===== config.mk =====
export PLATFORM = sky130hd
export DESIGN_NAME = regwin_ctrl
export DESIGN_NICKNAME = d
export VERILOG_FILES = /design/src/rtl/regwin_pkg.sv /design/src/rtl/regwin_step.sv /design/src/rtl/regwin_sat.sv /design/src/rtl/regwin_decide.sv /design/src/rtl/regwin_ctrl.sv
export SDC_FILE = /design/constraint.sdc
export NUM_CORES = 1
export LEC_CHECK = 0
export BUFFER_PORTS_ARGS = -buffer_cell sky130_fd_sc_hd__buf_2
export CAP_MARGIN = 20
export CELL_PAD_IN_SITES_DETAIL_PLACEMENT = 1
export CELL_PAD_IN_SITES_GLOBAL_PLACEMENT = 2
export CORE_ASPECT_RATIO = 1.25
export CORE_MARGIN = 5
export CORE_UTILIZATION = 37
export CTS_CLUSTER_SIZE = 14
export DETAILED_ROUTE_END_ITERATION = 8
export PLACE_DENSITY_LB_ADDON = 0.1
export SLEW_MARGIN = 10
export SYNTH_ARGS = -nofsm -noshare
export SYNTH_HDL_FRONTEND = slang
export SYNTH_HIERARCHICAL = 1
export SYNTH_SLANG_ARGS = --single-unit

===== constraint.sdc =====
create_clock -name clk -period 3.2 [get_ports clk]
set_input_delay 0.48 -clock clk [delete_from_list [all_inputs] [get_ports clk]]
set_output_delay 0.48 -clock clk [all_outputs]
set_load 0.1 [all_outputs]

===== src/rtl/regwin_pkg.sv =====
package regwin_pkg;

  localparam int TT_W = 9;

  typedef enum logic [1:0] {
    OP_SAVE    = 2'd0,
    OP_RESTORE = 2'd1,
    OP_RETURN  = 2'd2,
    OP_NOP     = 2'd3
  } win_op_e;

  typedef enum logic [2:0] {
    SEL_CWP     = 3'd0,
    SEL_CANSAVE = 3'd1,
    SEL_CANREST = 3'd2,
    SEL_CLEAN   = 3'd3,
    SEL_OTHER   = 3'd4,
    SEL_WSTATE  = 3'd5
  } wr_sel_e;

  typedef enum logic [1:0] {
    MOVE_NONE = 2'd0,
    MOVE_FWD  = 2'd1,
    MOVE_BACK = 2'd2
  } win_move_e;

  localparam logic [TT_W-1:0] TT_SPILL_NORM = 9'h080;
  localparam logic [TT_W-1:0] TT_SPILL_OTH  = 9'h0A0;
  localparam logic [TT_W-1:0] TT_FILL_NORM  = 9'h0C0;
  localparam logic [TT_W-1:0] TT_FILL_OTH   = 9'h0E0;
  localparam logic [TT_W-1:0] TT_CLEAN      = 9'h024;
  localparam logic [TT_W-1:0] TT_MISALIGN   = 9'h034;

endpackage


===== src/rtl/regwin_step.sv =====
// Modulo-NWIN increment or decrement of a window counter.
module regwin_step #(
  parameter int NWIN = 8,
  localparam int IW = $clog2(NWIN)
) (
  input  logic [IW-1:0] val_i,
  input  logic          up_i,
  output logic [IW-1:0] res_o
);

  localparam logic [IW-1:0] TOP = IW'(NWIN - 1);
  localparam logic [IW-1:0] ONE = IW'(1);

  generate
    if ((NWIN & (NWIN - 1)) == 0) begin : g_pow2
      // natural wrap of the counter width matches the modulus
      always_comb res_o = up_i ? (val_i + ONE) : (val_i - ONE);
    end else begin : g_general
      always_comb begin
        if (up_i) res_o = (val_i == TOP) ? '0 : (val_i + ONE);
        else      res_o = (val_i == '0) ? TOP : (val_i - ONE);
      end
    end
  endgenerate

endmodule


===== src/rtl/regwin_sat.sv =====
// Clamps a written value into the window counter range.
module regwin_sat #(
  parameter int NWIN = 8,
  parameter int DW   = 8,
  localparam int IW = $clog2(NWIN)
) (
  input  logic [DW-1:0] data_i,
  output logic [IW-1:0] res_o
);

  localparam logic [DW-1:0] LAST_D = DW'(NWIN - 1);
  localparam logic [IW-1:0] LAST_I = IW'(NWIN - 1);

  always_comb res_o = (data_i > LAST_D) ? LAST_I : data_i[IW-1:0];

endmodule


===== src/rtl/regwin_decide.sv =====
// Trap priority and move decision for one window request.
module regwin_decide
  import regwin_pkg::*;
#(
  parameter int NWIN = 8,
  parameter int WSW  = 3,
  localparam int IW = $clog2(NWIN)
) (
  input  win_op_e         op_i,
  input  logic [1:0]      tgt_lo_i,
  input  logic [IW-1:0]   cansave_i,
  input  logic [IW-1:0]   canrest_i,
  input  logic [IW-1:0]   clean_i,
  input  logic [IW-1:0]   other_i,
  input  logic [WSW-1:0]  wst_norm_i,
  input  logic [WSW-1:0]  wst_oth_i,
  output logic            trap_o,
  output logic [TT_W-1:0] tt_o,
  output win_move_e       move_o
);

  logic            use_other;
  logic [TT_W-1:0] field_sh;
  logic [TT_W-1:0] spill_tt;
  logic [TT_W-1:0] fill_tt;
  logic            no_clean;

  always_comb begin
    use_other = (other_i != '0);
    field_sh  = use_other ? TT_W'({wst_oth_i, 2'b00}) : TT_W'({wst_norm_i, 2'b00});
    spill_tt  = (use_other ? TT_SPILL_OTH : TT_SPILL_NORM) | field_sh;
    fill_tt   = (use_other ? TT_FILL_OTH : TT_FILL_NORM) | field_sh;
    no_clean  = (clean_i == canrest_i);
  end

  always_comb begin
    trap_o = 1'b0;
    tt_o   = '0;
    move_o = MOVE_NONE;
    unique case (op_i)
      OP_SAVE: begin
        if (cansave_i == '0) begin
          trap_o = 1'b1;
          tt_o   = spill_tt;
        end else if (no_clean) begin
          trap_o = 1'b1;
          tt_o   = TT_CLEAN;
        end else begin
          move_o = MOVE_FWD;
        end
      end
      OP_RESTORE, OP_RETURN: begin
        if (op_i == OP_RETURN && tgt_lo_i != 2'b00) begin
          trap_o = 1'b1;
          tt_o   = TT_MISALIGN;
        end else if (canrest_i == '0) begin
          trap_o = 1'b1;
          tt_o   = fill_tt;
        end else begin
          move_o = MOVE_BACK;
        end
      end
      default: ;
    endcase
  end

endmodule


===== src/rtl/regwin_ctrl.sv =====
module regwin_ctrl
  import regwin_pkg::*;
#(
  parameter int NWIN = 8,
  parameter int WSW  = 3,
  parameter int DW   = 8,
  localparam int IW = $clog2(NWIN)
) (
  input  logic            clk,
  input  logic            rst_n,
  input  logic            req_valid,
  input  logic [1:0]      req_op,
  input  logic [1:0]      req_tgt_lo,
  output logic            req_ack,
  input  logic            wr_en,
  input  logic [2:0]      wr_sel,
  input  logic [DW-1:0]   wr_data,
  output logic            rsp_valid,
  output logic            rsp_trap,
  output logic [TT_W-1:0] rsp_tt,
  output logic [IW-1:0]   cwp_o,
  output logic [IW-1:0]   cansave_o,
  output logic [IW-1:0]   canrestore_o
);

  localparam logic [IW-1:0] CANSAVE_RST = IW'(NWIN - 2);
  localparam logic [IW-1:0] LAST_I      = IW'(NWIN - 1);
  localparam logic [DW-1:0] LAST_D      = DW'(NWIN - 1);

  // reset: asserted asynchronously, released on the clock
  logic [1:0] rst_sync;
  logic       rst_q;

  always_ff @(posedge clk or negedge rst_n) begin
    if (!rst_n) rst_sync <= 2'b00;
    else        rst_sync <= {rst_sync[0], 1'b1};
  end
  assign rst_q = rst_sync[1];

  // state
  logic [IW-1:0]   cwp_q, cansave_q, canrest_q, clean_q, other_q;
  logic [WSW-1:0]  wst_norm_q, wst_oth_q;
  logic [IW-1:0]   cwp_d, cansave_d, canrest_d, clean_d, other_d;
  logic [WSW-1:0]  wst_norm_d, wst_oth_d;
  logic            rsp_valid_q, rsp_trap_q;
  logic [TT_W-1:0] rsp_tt_q;
  logic            rsp_valid_d, rsp_trap_d;
  logic [TT_W-1:0] rsp_tt_d;
  logic            state_en;

  // decision
  logic            dec_trap;
  logic [TT_W-1:0] dec_tt;
  win_move_e       dec_move;
  logic            fwd;
  logic [IW-1:0]   cwp_step, cansave_step, canrest_step;
  logic [IW-1:0]   wr_clamped;

  assign req_ack = req_valid & ~wr_en;
  assign fwd     = (dec_move == MOVE_FWD);

  regwin_decide #(.NWIN(NWIN), .WSW(WSW)) u_decide (
    .op_i       (win_op_e'(req_op)),
    .tgt_lo_i   (req_tgt_lo),
    .cansave_i  (cansave_q),
    .canrest_i  (canrest_q),
    .clean_i    (clean_q),
    .other_i    (other_q),
    .wst_norm_i (wst_norm_q),
    .wst_oth_i  (wst_oth_q),
    .trap_o     (dec_trap),
    .tt_o       (dec_tt),
    .move_o     (dec_move)
  );

  regwin_step #(.NWIN(NWIN)) u_step_cwp (.val_i(cwp_q),     .up_i(fwd),  .res_o(cwp_step));
  regwin_step #(.NWIN(NWIN)) u_step_cs  (.val_i(cansave_q), .up_i(!fwd), .res_o(cansave_step));
  regwin_step #(.NWIN(NWIN)) u_step_cr  (.val_i(canrest_q), .up_i(fwd),  .res_o(canrest_step));

  regwin_sat #(.NWIN(NWIN), .DW(DW)) u_sat (.data_i(wr_data), .res_o(wr_clamped));

  // next state
  always_comb begin
    cwp_d       = cwp_q;
    cansave_d   = cansave_q;
    canrest_d   = canrest_q;
    clean_d     = clean_q;
    other_d     = other_q;
    wst_norm_d  = wst_norm_q;
    wst_oth_d   = wst_oth_q;
    rsp_valid_d = req_ack;
    rsp_trap_d  = req_ack & dec_trap;
    rsp_tt_d    = (req_ack & dec_trap) ? dec_tt : '0;
    state_en    = 1'b0;
    if (wr_en) begin
      state_en = 1'b1;
      unique case (wr_sel_e'(wr_sel))
        SEL_CWP:     cwp_d     = wr_clamped;
        SEL_CANSAVE: cansave_d = wr_clamped;
        SEL_CANREST: canrest_d = wr_clamped;
        SEL_CLEAN:   clean_d   = wr_clamped;
        SEL_OTHER:   other_d   = wr_clamped;
        SEL_WSTATE: begin
          wst_norm_d = wr_data[WSW-1:0];
          wst_oth_d  = wr_data[2*WSW-1:WSW];
        end
        default: state_en = 1'b0;
      endcase
    end else if (req_ack && dec_move != MOVE_NONE) begin
      state_en  = 1'b1;
      cwp_d     = cwp_step;
      cansave_d = cansave_step;
      canrest_d = canrest_step;
    end
  end

  // registers
  always_ff @(posedge clk or negedge rst_q) begin
    if (!rst_q) begin
      cwp_q      <= '0;
      cansave_q  <= CANSAVE_RST;
      canrest_q  <= '0;
      clean_q    <= '0;
      other_q    <= '0;
      wst_norm_q <= '0;
      wst_oth_q  <= '0;
    end else if (state_en) begin
      cwp_q      <= cwp_d;
      cansave_q  <= cansave_d;
      canrest_q  <= canrest_d;
      clean_q    <= clean_d;
      other_q    <= other_d;
      wst_norm_q <= wst_norm_d;
      wst_oth_q  <= wst_oth_d;
    end
  end

  always_ff @(posedge clk or negedge rst_q) begin
    if (!rst_q) begin
      rsp_valid_q <= 1'b0;
      rsp_trap_q  <= 1'b0;
      rsp_tt_q    <= '0;
    end else begin
      rsp_valid_q <= rsp_valid_d;
      rsp_trap_q  <= rsp_trap_d;
      rsp_tt_q    <= rsp_tt_d;
    end
  end

  assign rsp_valid    = rsp_valid_q;
  assign rsp_trap     = rsp_trap_q;
  assign rsp_tt       = rsp_tt_q;
  assign cwp_o        = cwp_q;
  assign cansave_o    = cansave_q;
  assign canrestore_o = canrest_q;


  ack_rsp_chk: assert property (@(posedge clk) disable iff (!rst_q)
    req_ack |=> rsp_valid);


  noack_rsp_chk: assert property (@(posedge clk) disable iff (!rst_q)
    !req_ack |=> !rsp_valid);


  spill_hold_chk: assert property (@(posedge clk) disable iff (!rst_q)
    (req_ack && req_op == OP_SAVE && cansave_q == '0)
      |=> (rsp_trap && $stable(cwp_q) && $stable(canrest_q) && rsp_tt[8:6] == 3'b010));


  save_move_chk: assert property (@(posedge clk) disable iff (!rst_q)
    (req_ack && req_op == OP_SAVE && !rsp_trap_d) |=> !$stable(cwp_q));


  misalign_first_chk: assert property (@(posedge clk) disable iff (!rst_q)
    (req_ack && req_op == OP_RETURN && req_tgt_lo != 2'b00)
      |=> (rsp_tt == TT_MISALIGN && $stable(cwp_q)));


  cwp_sat_chk: assert property (@(posedge clk) disable iff (!rst_q)
    (wr_en && wr_sel == SEL_CWP && wr_data > LAST_D) |=> cwp_q == LAST_I);


  wr_holds_req_chk: assert property (@(posedge clk) disable iff (!rst_q)
    (wr_en && req_valid) |=> !rsp_valid);

endmodule


==> impl_metrics.py <==
metrics = {
    "floorplanning": {
        "die_area_um2": 6520,
        "initial_core_util_pct": 38.5,
        "core_area_um2": 4800,
        "fp.dieW_um": 73.2,
        "ioPinCount": 40,
        "num_rows": 28,
        "fp.dieH_um": 89.0,
    },
    "clock_tree": {
        "clkSinkCount": 34,
        "post-cts-setup-buffer-count": 0,
        "numCtsBuffers": 5,
        "clk-insertion-delay-late_ns": 0.28,
        "cts_tree": "done",
        "cts_max_level": 2,
        "cts-root-buf": "clkbuf_8",
        "clockBufferDepth": 2,
        "path_clk_slew_ns": 0.06,
    },
    "synthesis": {
        "synth_top_area_share_pct": 43.3,
        "yosys-top-cells-area": "dfrtp_1 43%, mux2_2 9.1%, mux2_4 4.9%",
        "synth_cell_type_count": 33,
        "ys_ff_latch": 34,
        "synthArstFlopShare_pct": 100,
        "synth_cells": 164,
        "ys.flop_type": "dfrtp_1",
        "syn_area_per_cell_um2": 11.3,
        "seq_area_frac_synth_pct": 46.1,
        "synth-edff-count": 0,
        "synth_top_cell_by_area": "dfrtp_1",
        "mappedNetlistArea_um2": 1850,
        "ys_warn_count": 6,
    },
    "pwr": {
        "power_mw": 1.86,
        "p_leak_nw": 1.08,
        "power_density_nw_per_um2": 853,
        "vdd_drop_max_v": 0.000633,
    },
    "drt": {
        "drt-initial-drc-count": 28,
        "wl_per_cell_um": 14.7,
        "via_count": 1298,
        "ant_nets": 0,
        "drcViolationCount": 0,
        "firstDrtPassIters": 4,
        "drt-total-wl_um": 3930,
        "vias_per_cell": 4.84,
    },
    "critical_path": {
        "reg2reg_from": "canrestore_o[0]",
        "max_stage_delay_ns": 0.50,
        "cp_max_fo": 6,
        "startpoint_type": "flop",
        "path_class": "reg2reg",
        "r2r_slack_ns": 0.76,
        "reg2reg_to": "canrestore_o[2]",
        "r2r_cells": 11,
        "critPathCaptureType": "flop",
        "crit_arrival_ns": 2.61,
        "path_common_cell": "inv_1",
        "crit_slowest_cell": "dfrtp_1",
        "cp_cell_sequence": "xor2_1 -> nor3_2 -> nor3b_1 -> nand2b_1 -> inv_1 -> inv_1 -> fa_1 -> xnor3_1 -> inv_1 -> o21ai_0 -> mux2_2",
        "required_ns": 3.37,
    },
    "sta": {
        "setup_viol": 0,
        "fin_ws_ns": 0.755,
        "max_slew_margin_pct": 58.9,
        "fmax_ghz": 0.409,
        "finalMaxSlewViolations": 0,
        "skew_ns": 0.00499,
        "finalCritPeriodShare_pct": 76.4,
        "setup_tns_ns": 0,
        "period_minus_slack_ns": 2.44,
        "worstMarginPinSlew_ns": 0.615,
        "grt_setup_unrepaired": "no",
        "hold_viol": 0,
    },
    "place": {
        "dp_hpwl_um": 3130,
        "port_buffers": 39,
        "numPlacedInstances": 260,
        "pre_cts_slack_ns": 0.576,
        "place_congestion": 0.750,
        "place_area_um2": 2100,
    },
    "finish": {
        "drive_above_1_share_pct": 35.6,
        "final_cell_mix": "39 x buf_2, 32 x dfrtp_1, 22 x inv_1",
        "areaGrowthSynthToFinish_pct": 18.1,
        "num-fill-cells": 548,
        "nets": 233,
        "final_cell_count_no_fill": 268,
        "num_antenna_cells": 0,
        "design_area_um2": 2180,
        "layout_commonest_cell": "buf_2",
    },
    "global_routing": {
        "grt_pass1_vias": 1511,
        "grt.total_usage_pct": 14.1,
        "grt_max_degree": 33,
        "grt_overflow_total": 0,
        "antenna_found_initial": 0,
        "grt_first_pass_wirelength_um": 6890,
    },
    "flow_run": {
        "max_cap_viol_count": 0,
    },
    "min_path": {
        "hp-class": "reg2async",
    },
    "status": {
        "status": "finished clean",
    },
}
==> where the power goes <==
| group | switching, mW | internal, mW |
|---|---|---|
| clock network | 0.142 | 0.150 |
| logic | 0.661 | 0.278 |
| registers | 0.108 | 0.524 |
| total | 0.911 | 0.951 |
==> state kept, by name, summed over array words and instances (netlist names), 2 cells and up <==
| name | count |
|---|---|
| rsp_tt | 9 |
| rst_sync | 2 |
| other_q | 3 |
| clean_q | 3 |
| canrestore_o | 3 |
| wst_oth_q | 3 |
| cansave_o | 3 |
| cwp_o | 3 |
| wst_norm_q | 3 |
==> worst max-delay path by stage <==
stage	start	end	slack (ns)	cells past startpoint
final	canrestore_o[0]	canrestore_o[2]	0.76	11
after global routing	canrestore_o[0]	cwp_o[2]	0.56	11
after CTS	canrestore_o[0]	canrestore_o[2]	0.72	11
after detailed placement	req_op[0]	cansave_o[2]	0.58	12
after global placement	req_op[0]	cwp_o[1]	0.62	12
after floorplan	canrestore_o[0]	canrestore_o[2]	0.36	11
==> what timing repair did <==
item	4_1_cts	5_1_grt
endpoints found under the hold margin	2	0
resized for setup	0	0
hold buffers	1	0
==> cell type report <==
type | count | area (um2) | share of cell area (%)
sequential | 34 | 853 | 39.1
clock buffer | 7 | 76.3 | 3.50
tap | 60 | 75.1 | 3.44
timing repair buffer | 41 | 213 | 9.74
multi-input combinational | 104 | 883 | 40.5
inverter | 22 | 82.6 | 3.78
==> critical path: cells and delay by family, from the launching register on <==
family | cells | cell delay (ns)
flops | 1 | 0.50
simple gates | 3 | 0.47
xor+xnor | 2 | 0.40
mux | 1 | 0.27
fa+ha+maj | 1 | 0.38
compound gates | 1 | 0.06
buf+inv | 3 | 0.26
==> per-stage QoR <==
step                      hold WS, ns  util (%)
after floorplan                 0.184         -
after global placement          0.264      43.7
after detailed placement        0.266      43.7
after CTS                       0.285      45.5
after global routing            0.317      45.5
final                           0.269      45.5
==> cell usage after synthesis (all sizes together), types with 3 or more instances <==
cell type / number
buf: 4
nor2: 6
dfrtp: 32
and2: 9
fa: 3
nand2: 11
ha: 3
o32ai: 3
mux2: 23
xor2: 3
nor3: 7
xnor3: 3
inv: 22
o21ai: 11
nand2b: 4
==> routing by layer <==
metal | part of all wire (%) | vias to the layer above | track usage (%) | routed length [um]
met5 | 0 | - | 0 | 0
met4 | 1.8 | 0 | 5.54 | 72
met3 | 4.7 | 6 | 3.71 | 184
met2 | 54 | 28 | 25.7 | 2140
met1 | 39 | 640 | 15.3 | 1530
li1 | - | 624 | - | -
==> cell families (layout without fill, tap and decap cells) <==
| family | count (synthesis) | in the layout | share of synthesized area [%] |
|---|---|---|---|
| and+or+nand+nor | 43 | 43 | 13.8 |
| muxes | 24 | 24 | 15.8 |
| xor gates and xnor gates | 6 | 6 | 5.07 |
| other | 2 | 4 | 0.406 |
| buffers and inverters | 28 | 70 | 6.50 |
| adders and majority gates | 6 | 6 | 5.28 |
| DFF | 34 | 34 | 46.1 |
| AOI/OAI and AO/OA | 21 | 21 | 7.04 |
No activity file was read; power rests on OpenSTA's default activity.
